<file path="src/rtl/spi_tgt_pkg.sv">
package spi_tgt_pkg;

    typedef enum logic [1:0] {
        ST_IDLE  = 2'd0,
        ST_LOAD  = 2'd1,
        ST_SHIFT = 2'd2
    } tgt_state_e;

    localparam int MODE_CPOL_BIT = 1;
    localparam int MODE_CPHA_BIT = 0;

endpackage

</file>
<file path="src/rtl/spi_tgt_sync.sv">
module spi_tgt_sync #(
    parameter int               WIDTH     = 3,
    parameter int               STAGES    = 2,
    parameter logic [WIDTH-1:0] RESET_VAL = '0
) (
    input  logic             clk,
    input  logic             rst_n,
    input  logic [WIDTH-1:0] din,
    output logic [WIDTH-1:0] dout
);

    logic [STAGES-1:0][WIDTH-1:0] stage_q;

    always_ff @(posedge clk or negedge rst_n) begin
        if (!rst_n) begin
            for (int i = 0; i < STAGES; i++) begin
                stage_q[i] <= RESET_VAL;
            end
        end else begin
            stage_q[0] <= din;
            for (int i = 1; i < STAGES; i++) begin
                stage_q[i] <= stage_q[i-1];
            end
        end
    end

    assign dout = stage_q[STAGES-1];

endmodule

</file>
<file path="src/rtl/spi_tgt_edge.sv">
module spi_tgt_edge (
    input  logic clk,
    input  logic rst_n,
    input  logic sclk_s,
    input  logic cpol,
    input  logic cpha,
    output logic sample_ev,
    output logic shift_ev
);

    logic sclk_q;
    logic rise;
    logic fall;
    logic leading;
    logic trailing;

    always_ff @(posedge clk or negedge rst_n) begin
        if (!rst_n) begin
            sclk_q <= 1'b0;
        end else begin
            sclk_q <= sclk_s;
        end
    end

    always_comb begin
        rise      = sclk_s & ~sclk_q;
        fall      = ~sclk_s & sclk_q;
        leading   = cpol ? fall : rise;
        trailing  = cpol ? rise : fall;
        sample_ev = cpha ? trailing : leading;
        shift_ev  = cpha ? leading : trailing;
    end

endmodule

</file>
<file path="src/rtl/spi_tgt_fsm.sv">
module spi_tgt_fsm
    import spi_tgt_pkg::*;
#(
    parameter int DATA_W = 8
) (
    input  logic              clk,
    input  logic              rst_n,
    input  logic              cs_s,
    input  logic              mosi_s,
    input  logic              sample_ev,
    input  logic              shift_ev,
    input  logic              rx_msb_first,
    input  logic              tx_msb_first,
    input  logic              dummy_we,
    input  logic [DATA_W-1:0] dummy_wdata,
    input  logic              tx_valid,
    input  logic [DATA_W-1:0] tx_data,
    output logic              miso,
    output logic              tx_take,
    output logic              rx_valid,
    output logic [DATA_W-1:0] rx_data,
    output logic              cs_rise
);

    localparam int               IDX_W = $clog2(DATA_W);
    localparam logic [IDX_W-1:0] LAST  = IDX_W'(DATA_W - 1);

    tgt_state_e        state_q;
    tgt_state_e        state_d;
    logic [DATA_W-1:0] rx_sh_q;
    logic [DATA_W-1:0] rx_next;
    logic [DATA_W-1:0] tx_sh_q;
    logic [DATA_W-1:0] dummy_q;
    logic [DATA_W-1:0] rx_data_q;
    logic [IDX_W-1:0]  rx_cnt_q;
    logic [IDX_W-1:0]  tx_idx_q;
    logic [IDX_W-1:0]  tx_pos;
    logic              rx_valid_q;
    logic              cs_q;
    logic              cs_rise_q;
    logic              take_bit;
    logic              byte_done;

    // received-bit insertion point follows the rx bit order
    always_comb begin
        if (rx_msb_first) begin
            rx_next = {rx_sh_q[DATA_W-2:0], mosi_s};
        end else begin
            rx_next = {mosi_s, rx_sh_q[DATA_W-1:1]};
        end
        take_bit  = (state_q == ST_SHIFT) && !cs_s && sample_ev;
        byte_done = take_bit && (rx_cnt_q == LAST);
    end

    // next-state logic
    always_comb begin
        state_d = state_q;
        unique case (state_q)
            ST_IDLE:  if (!cs_s) state_d = ST_LOAD;
            ST_LOAD:  state_d = cs_s ? ST_IDLE : ST_SHIFT;
            ST_SHIFT: begin
                if (cs_s) begin
                    state_d = ST_IDLE;
                end else if (byte_done) begin
                    state_d = ST_LOAD;
                end
            end
            default:  state_d = ST_IDLE;
        endcase
    end

    // state register
    always_ff @(posedge clk or negedge rst_n) begin
        if (!rst_n) begin
            state_q <= ST_IDLE;
        end else begin
            state_q <= state_d;
        end
    end

    // datapath
    always_ff @(posedge clk or negedge rst_n) begin
        if (!rst_n) begin
            rx_sh_q    <= '0;
            tx_sh_q    <= '0;
            dummy_q    <= '1;
            rx_data_q  <= '0;
            rx_cnt_q   <= '0;
            tx_idx_q   <= '0;
            rx_valid_q <= 1'b0;
            cs_q       <= 1'b1;
            cs_rise_q  <= 1'b0;
        end else begin
            cs_q       <= cs_s;
            cs_rise_q  <= cs_s & ~cs_q;
            rx_valid_q <= 1'b0;
            if (dummy_we) begin
                dummy_q <= dummy_wdata;
            end
            unique case (state_q)
                ST_IDLE: begin
                    rx_cnt_q <= '0;
                    tx_idx_q <= '0;
                end
                ST_LOAD: begin
                    tx_sh_q  <= tx_valid ? tx_data : dummy_q;
                    rx_cnt_q <= '0;
                    tx_idx_q <= '0;
                end
                ST_SHIFT: begin
                    if (take_bit) begin
                        rx_sh_q  <= rx_next;
                        rx_cnt_q <= byte_done ? '0 : rx_cnt_q + 1'b1;
                        if (byte_done) begin
                            rx_data_q  <= rx_next;
                            rx_valid_q <= 1'b1;
                        end
                    end
                    if (shift_ev && !cs_s) begin
                        tx_idx_q <= rx_cnt_q;
                    end
                end
                default: begin
                    rx_cnt_q <= '0;
                    tx_idx_q <= '0;
                end
            endcase
        end
    end

    // outputs
    always_comb begin
        tx_pos   = tx_msb_first ? (LAST - tx_idx_q) : tx_idx_q;
        miso     = (state_q == ST_SHIFT) ? tx_sh_q[tx_pos] : 1'b0;
        tx_take  = (state_q == ST_LOAD) && !cs_s && tx_valid;
        rx_valid = rx_valid_q;
        rx_data  = rx_data_q;
        cs_rise  = cs_rise_q;
    end

endmodule

</file>
<file path="src/rtl/spi_tgt_engine.sv">
module spi_tgt_engine
    import spi_tgt_pkg::*;
#(
    parameter int DATA_W      = 8,
    parameter int SYNC_STAGES = 2
) (
    input  logic              clk,
    input  logic              rst_n,
    input  logic [1:0]        cfg_mode,
    input  logic              cfg_rx_msb_first,
    input  logic              cfg_tx_msb_first,
    input  logic              dummy_we,
    input  logic [DATA_W-1:0] dummy_wdata,
    input  logic              spi_sclk,
    input  logic              spi_mosi,
    input  logic              spi_cs_n,
    output logic              spi_miso,
    input  logic              tx_valid,
    input  logic [DATA_W-1:0] tx_data,
    output logic              tx_take,
    output logic              rx_valid,
    output logic [DATA_W-1:0] rx_data,
    output logic              cs_rise
);

    localparam int PIN_W = 3;

    logic [PIN_W-1:0] pins_s;
    logic             sclk_s;
    logic             mosi_s;
    logic             cs_s;
    logic             sample_ev;
    logic             shift_ev;

    spi_tgt_sync #(
        .WIDTH     (PIN_W),
        .STAGES    (SYNC_STAGES),
        .RESET_VAL (3'b100)
    ) u_sync (
        .clk   (clk),
        .rst_n (rst_n),
        .din   ({spi_cs_n, spi_mosi, spi_sclk}),
        .dout  (pins_s)
    );

    assign sclk_s = pins_s[0];
    assign mosi_s = pins_s[1];
    assign cs_s   = pins_s[2];

    spi_tgt_edge u_edge (
        .clk       (clk),
        .rst_n     (rst_n),
        .sclk_s    (sclk_s),
        .cpol      (cfg_mode[MODE_CPOL_BIT]),
        .cpha      (cfg_mode[MODE_CPHA_BIT]),
        .sample_ev (sample_ev),
        .shift_ev  (shift_ev)
    );

    spi_tgt_fsm #(
        .DATA_W (DATA_W)
    ) u_fsm (
        .clk          (clk),
        .rst_n        (rst_n),
        .cs_s         (cs_s),
        .mosi_s       (mosi_s),
        .sample_ev    (sample_ev),
        .shift_ev     (shift_ev),
        .rx_msb_first (cfg_rx_msb_first),
        .tx_msb_first (cfg_tx_msb_first),
        .dummy_we     (dummy_we),
        .dummy_wdata  (dummy_wdata),
        .tx_valid     (tx_valid),
        .tx_data      (tx_data),
        .miso         (spi_miso),
        .tx_take      (tx_take),
        .rx_valid     (rx_valid),
        .rx_data      (rx_data),
        .cs_rise      (cs_rise)
    );

endmodule

</file>
<file path="config.mk">
export PLATFORM = sky130hd
export DESIGN_NAME = spi_tgt_engine
export DESIGN_NICKNAME = d
export VERILOG_FILES = /design/src/rtl/spi_tgt_pkg.sv /design/src/rtl/spi_tgt_sync.sv /design/src/rtl/spi_tgt_edge.sv /design/src/rtl/spi_tgt_fsm.sv /design/src/rtl/spi_tgt_engine.sv
export SDC_FILE = /design/constraint.sdc
export NUM_CORES = 1
export LEC_CHECK = 0
export BUFFER_PORTS_ARGS = -buffer_cell sky130_fd_sc_hd__buf_2
export CORE_UTILIZATION = 50
export DETAILED_ROUTE_END_ITERATION = 6
export HOLD_SLACK_MARGIN = 0.02
export PLACE_DENSITY_LB_ADDON = 0.25
export SKIP_LAST_GASP = 1
export SYNTH_ARGS = -nofsm -noshare
export SYNTH_HDL_FRONTEND = slang
export SYNTH_HIERARCHICAL = 1
export SYNTH_SLANG_ARGS = --single-unit
</file>
<file path="constraint.sdc">
create_clock -name clk -period 1.6 [get_ports clk]
set_clock_uncertainty 0.15 [all_clocks]
set_input_delay 0.4 -clock clk [delete_from_list [all_inputs] [get_ports clk]]
set_output_delay 0.4 -clock clk [all_outputs]
set_load 0.02 [all_outputs]
</file>
After elaboration in Yosys (flattened, before gate mapping)
Cells that the tools add are included.

operators by class
  add/sub/neg operators = 2
  $lt $le $gt $ge = 1
  eq/ne operators = 7
  mux-type cells = 23
  bitwise logic cells = 6
  reduce and logical (&&, ||, !) cells = 11

operators with widths
  cell                 number
  $mux 3               6
  $mux 8               2
  $mux 1               9
  $mux 2               4
  $logic_and 1x1->1    6
  $pmux 2 s3           1
  $lt 3x4->1 const B   1
  $ne 2x2->1 const B   2
  $reduce_and 2->1     2
  $add 3x1->3 const B  1
  $and 1x1->1          3
  $bmux 1 s3           1
  $eq 3x3->1 const B   1
  $ne 3x2->1 const B   1
  $not 1->1            3
  $reduce_and 3->1     1
  $sub 3x3->3 const A  1
  $eq 2x1->1 const B   1
  $eq 2x2->1 const B   1
  $logic_not 2->1      1
  $ne 2x1->1 const B   1
  $logic_not 1->1      1

word-level totals
  register bits = 50
  output and inout port bits = 12
  logic and storage cells = 63

Logic depth before layout (Yosys ltp)
  depth after elaboration = 9
  mapped depth = 8

Modules after synthesis
The synthesis kept the hierarchy.

by module, submodules not included
  module        instances  cells each  area an instance (um2)  seq. area each (um2)
  spi_tgt_fsm   1          181         2003.2                  1087.3
  spi_tgt_sync  1          9           175.2                   152.6
  spi_tgt_edge  1          6           66.3                    25.0

Worst setup path after synthesis
OpenSTA, ideal clock, no wires.

  path kind = input to output
  start = input port cfg_tx_msb_first
  end = output port spi_miso
  arrival time = 1405 ps
  data required time = 1050 ps
  slack = -355 ps
  cell stages on the path = 5
  buffers on the path = 1
  cells stage by stage = buf_6 or3b_1 o21ai_1 a22oi_1 a21oi_1

between the ends
  cells in the longest elaborated chain, start to end = 4

ends and longest elaborated chain
  what                          RTL line              source
  start: declaration            spi_tgt_engine.sv:11  input logic cfg_tx_msb_first,
  $mux 3                        spi_tgt_fsm.sv:133    tx_pos = tx_msb_first ? (LAST - tx_idx_q) : tx_idx_q;
  $bmux 1 s3                    spi_tgt_fsm.sv:134    miso = (state_q == ST_SHIFT) ? tx_sh_q[tx_pos] : 1'b0;
  $mux 1 (not written as such)  spi_tgt_fsm.sv:134
  $mux 1                        spi_tgt_fsm.sv:134
  end: declaration              spi_tgt_engine.sv:17  output logic spi_miso,

No other way between the ends. The select of a mux whose other input is x is not followed.

Final worst setup path
  start = register u_fsm.tx_idx_q[1]
  end = output port spi_miso

between the ends
  cells in the longest elaborated chain, start to end = 5

ends and longest elaborated chain
  what                              RTL line            source
  start: declaration                spi_tgt_fsm.sv:36   logic [IDX_W-1:0] tx_idx_q;
  start signal: assignment          spi_tgt_fsm.sv:120  tx_idx_q <= rx_cnt_q;
  $sub 3x3->3                       spi_tgt_fsm.sv:133
  $mux 3 (*)                        spi_tgt_fsm.sv:133
  $bmux 1 s3 (*)                    spi_tgt_fsm.sv:134
  $mux 1 (not written as such) (*)  spi_tgt_fsm.sv:134
  $mux 1 (*)                        spi_tgt_fsm.sv:134

Every way passes the cells marked *; elsewhere a longest branch is shown, timed or not. The select of a mux whose other input is x is not followed.

==> qor.csv <==
metric;value;unit
finalNetCount;290;
synth_largest_area_cell;dfrtp_1;
synth_cell_types;32;
worstSkewPairLatency;0.30;ns
grt_max_degree;24;
grt_overflow;0;
ys_seq_area_frac;0.564;
violations;negative setup slack;
ir_worst_vdd;827;uV
slowest_delay;0.45;ns
area_growth;35.7;%
fin_ws;-0.598;ns
crit_family;flip-flops;
synth_area;0.00224;mm^2
worstSetupPathType;flop to primary output;
syn_avg_cell_area;11.5;um^2
syn_inst;196;
wirelength;4760;um
power.density;985;mW/mm^2
start_util;0.519;
cts_tree;built;
regArea;0.00127;mm^2
switching_share;0.296;
p_seq_frac;0.546;
ios;39;
crit_path_top_delay_cell;dfrtp_2;
multiInputGateArea;0.00111;mm^2
internal_power;2.11;mW
wire_per_inst;15.2;um
hold_viol;0;
core-area;0.00432;mm^2
cts_buffers;5;
start_kind;flop;
place_hpwl;2920;um
netlist.area_leader.share;0.435;
ys_seq_elements;50;
hold_path_class;input pin to flop;
worst_ep_required_time;1.05;ns
cts-root-buf;clkbuf_8;
status;complete, but fails checks;
yosysMostFrequentCell;dfrtp_1;
maxCapViolations;0;
crit_path_cell_trace;buf_6 > or3_1 > nand2_2 > a2111oi_4 > a21oi_2 > buf_4;
worst_hold_slack;0.0393;ns
grt_pass1_vias;1521;
period_share;1.37;
fmax;455;MHz
synth_common_cells;dfrtp_1, mux2i_1, nand2_1, o21ai_0, nor2_1;
r2r_start;u_sync/dout[0];
crit_arrival;1.65;ns
rsz0062_at_grt;true;
cp_num_buf_inv;2;
setup_viol;24;
power;3.00;mW
dieArea;0.00476;mm^2
power_switching;0.889;mW
drv_slew;0;
htreeDepth;2;
gp_congestion;0.756;
layout-drive-gt1-share;0.511;
crit_fanout;5;
placementRows;24;
leakagePower;1.38;nW
routed_via_density;5.29;
async_flop_share;1.00;
relSlewSlack;0.744;
antenna_found_initial;0;
holdCritStartpoint;spi_cs_n;
crit_start;u_fsm/tx_idx_q[1];
diodes;0;
drtPass1Iterations;4;
dp_slack;-0.373;ns
synthTopCellsByArea;dfrtp_1, dfstp_2, mux2i_1, mux2_2, nand2_1;
clk_pin_slew;0.08;ns
synth_edf_count;0;
antenna_left;0;
postPlaceCellArea;0.00262;mm^2
track_usage;0.194;
worstMarginPinSlew;0.385;ns
port_buffers;38;
fin_crit;2.20;ns
drc;0;
synthFlopType;dfrtp_1;
clock_path_buffers;2;
dr.first_iter.drc_count;99;
grt_pass1_wl;7270;um
synthesis.nets;225;
final_area;0.00305;mm^2
die_w;69;um
combPwrFrac;0.222;
clock_sinks;50;
num-fill-cells;321;
clock_power_share;0.232;
dieHeight;69;um
yosysWarnings;6;
cp-end-kind;primary output;
vias;1660;
power groups by stage:
| stage | combinational, mW | sequential (mW) | clock, mW |
|---|---|---|---|
| after floorplan | 0.376 | 1.61 | 0 |
| after global placement | 0.532 | 1.64 | 0 |
| after detailed placement | 0.550 | 1.64 | 0 |
| after CTS | 0.576 | 1.63 | 0.717 |
| after global routing | 0.737 | 1.66 | 0.751 |
| final | 0.667 | 1.64 | 0.695 |
layout make-up:
type | count | area share
tap | 52 | 0.0214
multi-input combinational | 134 | 0.364
clock buffer | 8 | 0.0263
timing repair buffer | 69 | 0.171
sequential | 50 | 0.416
inverter | 1 | 0.00123
worst reg2reg max path, stage by stage, from the launching register on:
cell      delay (ns)
dfrtp_1         0.40
nand2b_4        0.14
mux2i_1         0.13
and4bb_4        0.35
buf_12          0.15
nand2_8         0.08
a211oi_2        0.21
layout by cell type (no fill, tap or decap), types with 2 or more instances in the layout:
master    instances
mux2_2            8
dfstp_2          11
nand2_2           7
dfrtp_2           2
nand3b_1          4
nand2b_4          2
nor2_1           13
nand3_1           2
o21ai_2           3
nor2b_1           4
buf_12            3
clkbuf_8          5
o21ai_1           7
dfrtp_1          37
buf_6             7
nand2_1          13
nand2_8           3
mux2i_1          25
clkbuf_1          3
buf_2            36
o21ai_0           9
nand2_4           4
nand2b_1          3
a21oi_2          11
buf_4            20
what timing repair did:
item,4_1_cts,5_1_grt
pin swaps,13,8
buffers inserted,5,4
hold buffers,1,0
endpoints found under the setup margin,20,23
gates cloned,2,2
endpoints found under the hold margin,11,0
gates resized for setup,20,33
metrics by stage:
stage,utilization,TNS (ns),std cells
finish,0.704,-1.78,314
global placement,0.605,-5.22,292
floorplan,-,-0.543,196
global route,0.704,-3.29,314
detailed placement,0.605,-5.65,292
CTS,0.661,-1.23,308
path summary, 6_finish.rpt:
| check | end | slack (ns) | depth (start not counted) |
|---|---|---|---|
| max | spi_miso | -0.60 | 6 |
| min | u_sync/stage_q[2] | 0.04 | 1 |
| max reg2reg | u_fsm/state_q[0] | -0.10 | 6 |
| min reg2reg | u_sync/dout[1] | 0.20 | 0 |
| max in group asynchronous | u_fsm/dummy_q[1] | 0.40 | 3 |
| min in group asynchronous | u_edge/sclk_q | 0.38 | 2 |
state kept, by name, indices dropped and copies added (netlist names), 3 cells and up:
signal	cells
u_fsm/dummy_q	8
u_fsm/rx_cnt_q	3
u_fsm/rx_data	8
u_fsm/rx_sh_q	8
u_fsm/tx_idx_q	3
u_fsm/tx_sh_q	8
u_sync/dout	3
u_sync/stage_q	3
logic make-up (layout without fill, tap and decap cells):
| family | Yosys count | after routing | synth area share |
|---|---|---|---|
| compound gates | 37 | 37 | 0.0897 |
| flops | 50 | 50 | 0.564 |
| simple gates | 58 | 61 | 0.131 |
| fa+ha+maj | 2 | 2 | 0.0111 |
| xor+xnor | 1 | 1 | 0.00390 |
| mux | 33 | 33 | 0.152 |
| buf+inv | 15 | 78 | 0.0490 |
layer usage:
layer	track usage	wire, um	vias to the layer above
met1	0.272	2180	814
li1	-	-	807
met5	0	0	-
met3	0.0453	193	6
met2	0.297	2320	33
met4	0.0703	61	0
No activity file was read; power rests on OpenSTA's default activity.
